$ cat config.mk
export PLATFORM = sky130hd
export DESIGN_NAME = lane_steer
export DESIGN_NICKNAME = d
export VERILOG_FILES = /design/src/rtl/lane_steer_pkg.sv /design/src/rtl/lane_decode.sv /design/src/rtl/steer_reg.sv /design/src/rtl/data_steer.sv /design/src/rtl/lane_steer.sv
export SDC_FILE = /design/constraint.sdc
export NUM_CORES = 1
export LEC_CHECK = 0
export ABC_AREA = 1
export BUFFER_PORTS_ARGS = -buffer_cell sky130_fd_sc_hd__clkbuf_2
export CAP_MARGIN = 15
export CELL_PAD_IN_SITES_DETAIL_PLACEMENT = 1
export CELL_PAD_IN_SITES_GLOBAL_PLACEMENT = 2
export CORE_ASPECT_RATIO = 1.25
export CORE_MARGIN = 3
export CORE_UTILIZATION = 15
export DETAILED_ROUTE_END_ITERATION = 8
export PLACE_DENSITY_LB_ADDON = 0.1
export SYNTH_ARGS = -nofsm -noshare
export SYNTH_HDL_FRONTEND = slang
export SYNTH_SLANG_ARGS = --single-unit
$ cat constraint.sdc
create_clock -name clk -period 2 [get_ports clk]
set_input_delay 0 -clock clk [delete_from_list [all_inputs] [get_ports clk]]
set_output_delay 0 -clock clk [all_outputs]
set_load 0.05 [all_outputs]
$ cat src/rtl/lane_steer_pkg.sv
package lane_steer_pkg;

    typedef enum logic [2:0] {
        AK_NONE,
        AK_EVEN,
        AK_ODD_LOW,
        AK_WORD,
        AK_ODD_HIGH
    } access_e;

    typedef struct packed {
        logic lo_oe;
        logic hi_oe;
        logic odd_to_low;
        logic attr_sel;
        logic even_rd;
        logic odd_rd;
        logic even_wr;
        logic odd_wr;
        logic attr_rd;
        logic attr_wr;
    } steer_t;

    localparam steer_t STEER_IDLE = '0;

    function automatic access_e classify(input logic ce_lo_n, input logic ce_hi_n,
                                         input logic a0);
        case ({ce_hi_n, ce_lo_n})
            2'b00:   return AK_WORD;
            2'b10:   return a0 ? AK_ODD_LOW : AK_EVEN;
            2'b01:   return AK_ODD_HIGH;
            default: return AK_NONE;
        endcase
    endfunction

    function automatic steer_t build(input access_e k, input logic oe_n,
                                     input logic we_n, input logic attr_n);
        steer_t s;
        logic   rd, wr, has_even, has_odd, in_attr;
        s        = STEER_IDLE;
        wr       = !we_n && (k != AK_NONE);
        rd       = !oe_n && we_n && (k != AK_NONE);
        has_even = (k == AK_EVEN) || (k == AK_WORD);
        has_odd  = (k == AK_ODD_LOW) || (k == AK_WORD) || (k == AK_ODD_HIGH);
        in_attr  = !attr_n;
        s.lo_oe      = rd && (k != AK_ODD_HIGH);
        s.hi_oe      = rd && ((k == AK_WORD) || (k == AK_ODD_HIGH));
        s.odd_to_low = (k == AK_ODD_LOW);
        s.attr_sel   = in_attr;
        s.even_rd    = rd && has_even && !in_attr;
        s.odd_rd     = rd && has_odd  && !in_attr;
        s.even_wr    = wr && has_even && !in_attr;
        s.odd_wr     = wr && has_odd  && !in_attr;
        s.attr_rd    = rd && has_even && in_attr;
        s.attr_wr    = wr && has_even && in_attr;
        return s;
    endfunction

endpackage

$ cat src/rtl/lane_decode.sv
module lane_decode
    import lane_steer_pkg::*;
(
    input  logic   ce_lo_n,
    input  logic   ce_hi_n,
    input  logic   a0,
    input  logic   oe_n,
    input  logic   we_n,
    input  logic   attr_n,
    output steer_t steer
);
    access_e kind;

    always_comb begin
        kind  = classify(ce_lo_n, ce_hi_n, a0);
        steer = build(kind, oe_n, we_n, attr_n);
    end
endmodule

$ cat src/rtl/steer_reg.sv
module steer_reg
    import lane_steer_pkg::*;
(
    input  logic   clk,
    input  logic   rst,
    input  steer_t d,
    output steer_t q
);
    always_ff @(posedge clk) begin
        if (rst) q <= STEER_IDLE;
        else     q <= d;
    end
endmodule

$ cat src/rtl/data_steer.sv
module data_steer
    import lane_steer_pkg::*;
#(
    parameter int          BYTE_W = 8,
    parameter logic [BYTE_W-1:0] FILL = '1,
    localparam int         BUS_W  = 2 * BYTE_W
) (
    input  steer_t             steer,
    input  logic [BUS_W-1:0]   host_wdata,
    input  logic [BYTE_W-1:0]  even_rdata,
    input  logic [BYTE_W-1:0]  odd_rdata,
    input  logic [BYTE_W-1:0]  attr_rdata,
    output logic [BUS_W-1:0]   host_rdata,
    output logic [BYTE_W-1:0]  even_wdata,
    output logic [BYTE_W-1:0]  odd_wdata
);
    logic [BYTE_W-1:0] lane_src [2];
    logic              lane_en  [2];

    always_comb begin
        if (steer.attr_sel) begin
            lane_src[0] = steer.odd_to_low ? FILL : attr_rdata;
            lane_src[1] = FILL;
        end else begin
            lane_src[0] = steer.odd_to_low ? odd_rdata : even_rdata;
            lane_src[1] = odd_rdata;
        end
        lane_en[0] = steer.lo_oe;
        lane_en[1] = steer.hi_oe;
    end

    for (genvar g = 0; g < 2; g++) begin : g_lane
        assign host_rdata[g*BYTE_W +: BYTE_W] = lane_en[g] ? lane_src[g] : '0;
    end

    assign even_wdata = host_wdata[BYTE_W-1:0];
    assign odd_wdata  = steer.odd_to_low ? host_wdata[BYTE_W-1:0]
                                         : host_wdata[BUS_W-1:BYTE_W];
endmodule

$ cat src/rtl/lane_steer.sv
module lane_steer
    import lane_steer_pkg::*;
#(
    parameter int                BYTE_W = 8,
    parameter logic [BYTE_W-1:0] FILL   = '1,
    localparam int               BUS_W  = 2 * BYTE_W
) (
    input  logic              clk,
    input  logic              rst,
    input  logic              ce_lo_n,
    input  logic              ce_hi_n,
    input  logic              a0,
    input  logic              oe_n,
    input  logic              we_n,
    input  logic              attr_n,
    input  logic [BUS_W-1:0]  host_wdata,
    input  logic [BYTE_W-1:0] even_rdata,
    input  logic [BYTE_W-1:0] odd_rdata,
    input  logic [BYTE_W-1:0] attr_rdata,
    output logic [BUS_W-1:0]  host_rdata,
    output logic              lane_lo_oe,
    output logic              lane_hi_oe,
    output logic [BYTE_W-1:0] even_wdata,
    output logic [BYTE_W-1:0] odd_wdata,
    output logic              even_rd,
    output logic              odd_rd,
    output logic              even_wr,
    output logic              odd_wr,
    output logic              attr_rd,
    output logic              attr_wr
);
    steer_t next_steer, cur_steer;

    lane_decode u_dec (
        .ce_lo_n (ce_lo_n),
        .ce_hi_n (ce_hi_n),
        .a0      (a0),
        .oe_n    (oe_n),
        .we_n    (we_n),
        .attr_n  (attr_n),
        .steer   (next_steer)
    );

    steer_reg u_reg (
        .clk (clk),
        .rst (rst),
        .d   (next_steer),
        .q   (cur_steer)
    );

    data_steer #(.BYTE_W(BYTE_W), .FILL(FILL)) u_data (
        .steer      (cur_steer),
        .host_wdata (host_wdata),
        .even_rdata (even_rdata),
        .odd_rdata  (odd_rdata),
        .attr_rdata (attr_rdata),
        .host_rdata (host_rdata),
        .even_wdata (even_wdata),
        .odd_wdata  (odd_wdata)
    );

    assign lane_lo_oe = cur_steer.lo_oe;
    assign lane_hi_oe = cur_steer.hi_oe;
    assign even_rd    = cur_steer.even_rd;
    assign odd_rd     = cur_steer.odd_rd;
    assign even_wr    = cur_steer.even_wr;
    assign odd_wr     = cur_steer.odd_wr;
    assign attr_rd    = cur_steer.attr_rd;
    assign attr_wr    = cur_steer.attr_wr;
endmodule

# Word level (Yosys, flattened, before mapping)
# Cells that the tools add are included.
[totals]
register_bits = 10
out_inout_bits = 40
word_cells = 49
[classes]
n_eq_ne = 7
n_mux = 8
n_reduce_logical = 24
[ops]
columns = ["op", "count"]
rows = [
  ["$mux W8", 5],
  ["$mux W16", 1],
  ["$logic_and A1 B1 Y1", 15],
  ["$pmux W3 S3", 1],
  ["$eq A3 B2 Y1 const B", 2],
  ["$logic_or A1 B1 Y1", 4],
  ["$eq A3 B1 Y1 const B", 1],
  ["$eq A3 B3 Y1 const B", 1],
  ["$logic_not A1 Y1", 3],
  ["$ne A3 B3 Y1 const B", 1],
  ["$reduce_bool A3 Y1", 1],
  ["$eq A2 B1 Y1 const B", 1],
  ["$eq A2 B2 Y1 const B", 1],
  ["$logic_not A2 Y1", 1],
  ["$mux W2", 1],
]

# Longest topological paths before layout
[logic_depth]
word_depth = 7
ltp_mapped = 6

# By module
# From an unflattened synthesis, not the netlist that was laid out.
[unflattened]
hier_cells = 181
hier_area_um2 = 923.4
[modules_own_cells]
columns = ["mod", "n_inst", "cells_each", "area_per_inst_um2", "seq_area_each_um2"]
rows = [
  ["data_steer", 1, 130, 555.5, 0.0],
  ["steer_reg", 1, 31, 286.5, 200.2],
  ["lane_decode", 1, 20, 81.3, 0.0],
]

# Worst setup path after synthesis
# OpenSTA, ideal clock, no wires.
[synth_timing]
kind = "reg-to-output"
startpoint = "register u_reg.q[9] in the netlist's numbering"
endpoint = "output port host_rdata[0]"
arrival_ps = 1610
required_ps = 2000
path_slack_ps = 390
path_stages_with_launch = 4
cell_sequence = "dfxtp_1 -> buf_1 -> nand2_1 -> nor2_1"
[synth_between]
elab_chain_cells = 1
[synth_rtl]
columns = ["item", "line_no", "text"]
rows = [
  ["start, declared", "steer_reg.sv:7", "output steer_t q"],
  ["start signal, assigned", "steer_reg.sv:10", "if (rst) q <= STEER_IDLE;"],
  ["start signal, assigned", "steer_reg.sv:11", "else q <= d;"],
  ["$mux W8", "data_steer.sv:33", "assign host_rdata[g*BYTE_W +: BYTE_W] = lane_en[g] ? lane_src[g] : '0;"],
  ["end, declared", "lane_steer.sv:20", "output logic [BUS_W-1:0] host_rdata,"],
]
# Every way passes these cells.

# Final worst setup path
[layout_timing]
startpoint = "register u_reg.q[7] in the netlist's numbering"
endpoint = "output port host_rdata[2]"
[layout_between]
elab_chain_cells = 3
word_cells_on_any_way = 4
[layout_rtl]
columns = ["item", "line_no", "text"]
rows = [
  ["$mux W8, on equally long branches", "data_steer.sv:25, data_steer.sv:22", ""],
  ["$mux W16 (*)", "data_steer.sv:21", "if (steer.attr_sel) begin"],
  ["$mux W8 (*)", "data_steer.sv:33", ""],
]
# Mark *: on every way between the ends. The rest lies on a longest branch, timed or not.

==> impl.org <==
** Timing
- Setup Total Neg Slack :: 0 ps
- RSZ-0062 raised after global routing :: no
- Setup violations remaining at the end of the flow were counted as 0.
- At the pin with the least slew margin, the transition time is between 300 and 400 ps.
- Hold timing on the final database bottoms out at a slack of around 60 ps.
- The worst path in the final design needs a cycle of 1450 ps, including I/O delays and setup.
- Derived from the worst setup path, the maximum achievable clock frequency is 690 MHz.
- The hold violation count in the final report came to 0.
- The final-report max-slew violation count was 0.
- In the finished design, the share of the clock period the worst path needs comes to 72.4%.
- Worst slew slack as a fraction of its limit :: 74.8%

** Global routing
- Global routing used roughly a tenth of the available tracks across all layers.
- The number of global-route vias before repair was 1224.
- Entering global routing, the biggest net connects 34 pins.
- Met1 Use GR :: about 12%
- Global routing used 18.6% of the available met2 tracks.
- Global-route layer with the greatest usage :: met2
- Antenna violations before repair :: 0
- Global routing consumed, on the met3 layer, approximately 1% of the routing resources.
- The first global-routing pass estimated 5.59 mm of wire.
- Global routing finished with a remaining overflow of 0.

** Routing
- Wires add up to about 3.4 mm.
- Number of DRC violations after detailed-routing iteration 0 :: 21
- Routed vias/inst :: 3.88
- The detailed router placed 1203 vias in this run.
- Number of detailed-route iterations in the first pass :: 3
- Number of routed nets with antenna violations :: 0
- After detailed routing, the average wire length per cell comes to between 10 and 15 µm.
- DRC violation count after routing :: 0

** Synthesis
- Leading post-synthesis cells by cell area :: nand2_1, dfxtp_1, nor2_1
- Yosys mapped a number of flops with a built-in enable equal to 0.
- Simple-gate area share of the yosys netlist :: 54.7%
- Commonest cells in the netlist :: nand2_1, nor2_1, inv_1
- Combinational family with the most area after synthesis :: simple AND/OR/NAND/NOR gates
- By instance count, the leading cell after synthesis is nand2_1.
- Synthesis produced a netlist whose cell count is about 160.
- For this run, asynchronously set or reset flops after synthesis account for 0%.
- The synthesized design contains 10 register bits.
- Mean area per synthesized cell :: 5.22 µm²
- Multiplexer cells account for 0% of the synthesized area.
- Count of cell types in the netlist :: 10
- Nets in the synthesized netlist :: 212
- The synthesized netlist devotes 0% of its cell area to compound gates.
- Cell type contributing the most total cell area after synthesis :: nand2_1
- Yosys synthesis warning count :: 0
- Share of synthesized cell area in full adder, half adder and majority cells :: 0%
- Summing the sequential cell areas from Yosys gives 23.4% of the chip area.
- Of the total synthesized cell area, the portion taken by XOR and XNOR cells is 0%.
- The mapped netlist covers 856 µm².
- After synthesis, the largest area contributor takes up 28.1% of total cell area.
- Dominant register cell in the synthesized netlist :: dfxtp_1

** CTS
- CTS built an H-tree with a depth of 1.
- CTS Buf Count :: 3
- PostCTS Resize Cnt :: 0
- Reg clk slew, reported paths :: 50 ps
- Counting along the longest clock path gives a buffer depth of 2.
- TritonCTS built the clock tree.
- Number of buffers inserted by hold repair at cts :: 5
- The tree is rooted in a clkbuf_8.
- Once the clock tree was built, the setup fixing pass inserted 0 buffers.
- Counting every sink on the clock net gives 10.

** Floorplanning
- Floorplan die width :: ~74 µm
- Floorplan die height :: between 90 and 100 µm
- The die covers 6650 µm².
- For this configuration, the core starts out at a cell density of 15.6%.
- Core area :: approximately 5500 µm²
- Site row count :: 30
- Count of pins on the block boundary :: 88

** Final layout
- The area growth from synthesis to layout is 58.2%.
- Of the cells placed in the final design, the portion with a size suffix greater than 1 is 37.8%.
- Util after Layout :: 24.7%
- The repair_antennas step left the layout with diodes totalling 0.
- Max FFs per register :: 10
- Largest Register :: u_reg.q
- Post-layout nets :: 296
- Leading registers by flop count :: u_reg.q x10
- With fillers left out, the area of the finished cells amounts to approximately 1400 µm².

** Worst setup path
- Kind of end point of the critical path :: output pin
- In this run the worst path has a maximum fanout of 33.
- At the worst endpoint, the arrival time is 1450 ps.
- Worst setup path endpoint :: host_rdata[2]
- WP data required :: 2000 ps
- The worst setup path is launched from a register.
- The worst setup path is of the register to output pin kind.
- The most critical setup path has its startpoint at u_reg.q[7]$_SDFF_PP0_.

** Place
- Final HPWL DP :: 2.78 mm
- Total cell area at the placement stage :: 1260 µm²
- At the end of routability-driven placement, the weighted congestion stood at 0.663.
- Count of input and output buffers :: 87

** Power
- After layout, the design draws a total of just under 0.0007 W.
- Net switching is about two fifths of the power.
- Summed over all nets, the switching power comes to 0.000263 W.
- Per report_power, the clock group accounts for 29.7% of the total.
- VDD sags by at most 0.345 mV.
- Part of the power in combinational logic :: 39.8%
- The share of total power dissipated in sequential elements is 30.5%.
- Total power density per cell area :: 505 nW/µm²
- Leakage power figure :: 0.860 nW
- The internal power of the cells totals roughly 0.00042 W.

** Hold path
- The path class of the tightest hold or removal check is input port to register.

** Outcome
- The flow ran to the end, and the final reports show no timing, DRC or antenna violations.

** Run
- The tool flagged a number of max-cap violations equal to 0.
==> critical path, stage by stage, from the launching register on <==
cell      delay (ps)
dfxtp_1          300
buf_4            310
nand2_1           90
nand2_1           70
nor2_1            40
nor2_1           110
clkbuf_2         290
==> routing by layer <==
layer / part of all wire (%) / vias up
met5: 0 / -
li1: - / 636
met3: 5.9 / 2
met2: 54 / 36
met1: 40 / 529
met4: 0.51 / 0
==> cell families (layout without fill, tap and decap cells) <==
group	Yosys count	after routing
DFF	10	10
buffers and inverters	32	114
and+or+nand+nor	122	122
==> final cells by class <==
class	instances	area (µm²)
clock buffers	3	41.3
fillers	756	4130
inverters	17	63.8
multi-input cells	122	468
flip-flops and latches	10	200
well taps	64	80.1
repair buffers	94	500
==> cells in the final DEF (no fill, tap or decap) <==
cell and instances:
dlygate4sd3_1 5, buf_4 2, nand3b_1 1, dfxtp_1 10
nand2_1 64, clkbuf_8 3, clkbuf_2 87, inv_2 1
nor3_1 5, nor2_1 52, inv_1 16
==> per-stage QoR <==
step                worst slack [ps]  cells
CTS                              520    310
floorplan                        390    164
global route                     420    310
detailed placement               770    302
finish                           551    310
global placement                 729    302
==> power by group through the flow <==
stage | clock network (W) | logic, W | registers, W
finish | 0.000203 | 0.000272 | 0.000208
global route | 0.000222 | 0.000300 | 0.000209
CTS | 0.000213 | 0.000277 | 0.000209
detailed placement | 0 | 0.000270 | 0.000212
global placement | 0 | 0.000271 | 0.000212
floorplan | 0 | 0.000178 | 0.000223
==> worst min-delay path by stage <==
| stage | cells after the start | to | start | slack, ps |
|---|---|---|---|---|
| 5_1_grt | 3 | u_reg.q[5]$_SDFF_PP0_ | attr_n | 70 |
| 4_1_cts | 3 | u_reg.q[5]$_SDFF_PP0_ | attr_n | 50 |
| 3_3_place_gp | 2 | u_reg.q[2]$_SDFF_PP0_ | we_n | 210 |
| 3_5_place_dp | 2 | u_reg.q[8]$_SDFF_PP0_ | ce_hi_n | 210 |
| 2_1_floorplan | 1 | u_reg.q[2]$_SDFF_PP0_ | we_n | 70 |
| 6_report | 3 | u_reg.q[5]$_SDFF_PP0_ | attr_n | 60 |
(Power assumes the default switching activity.)
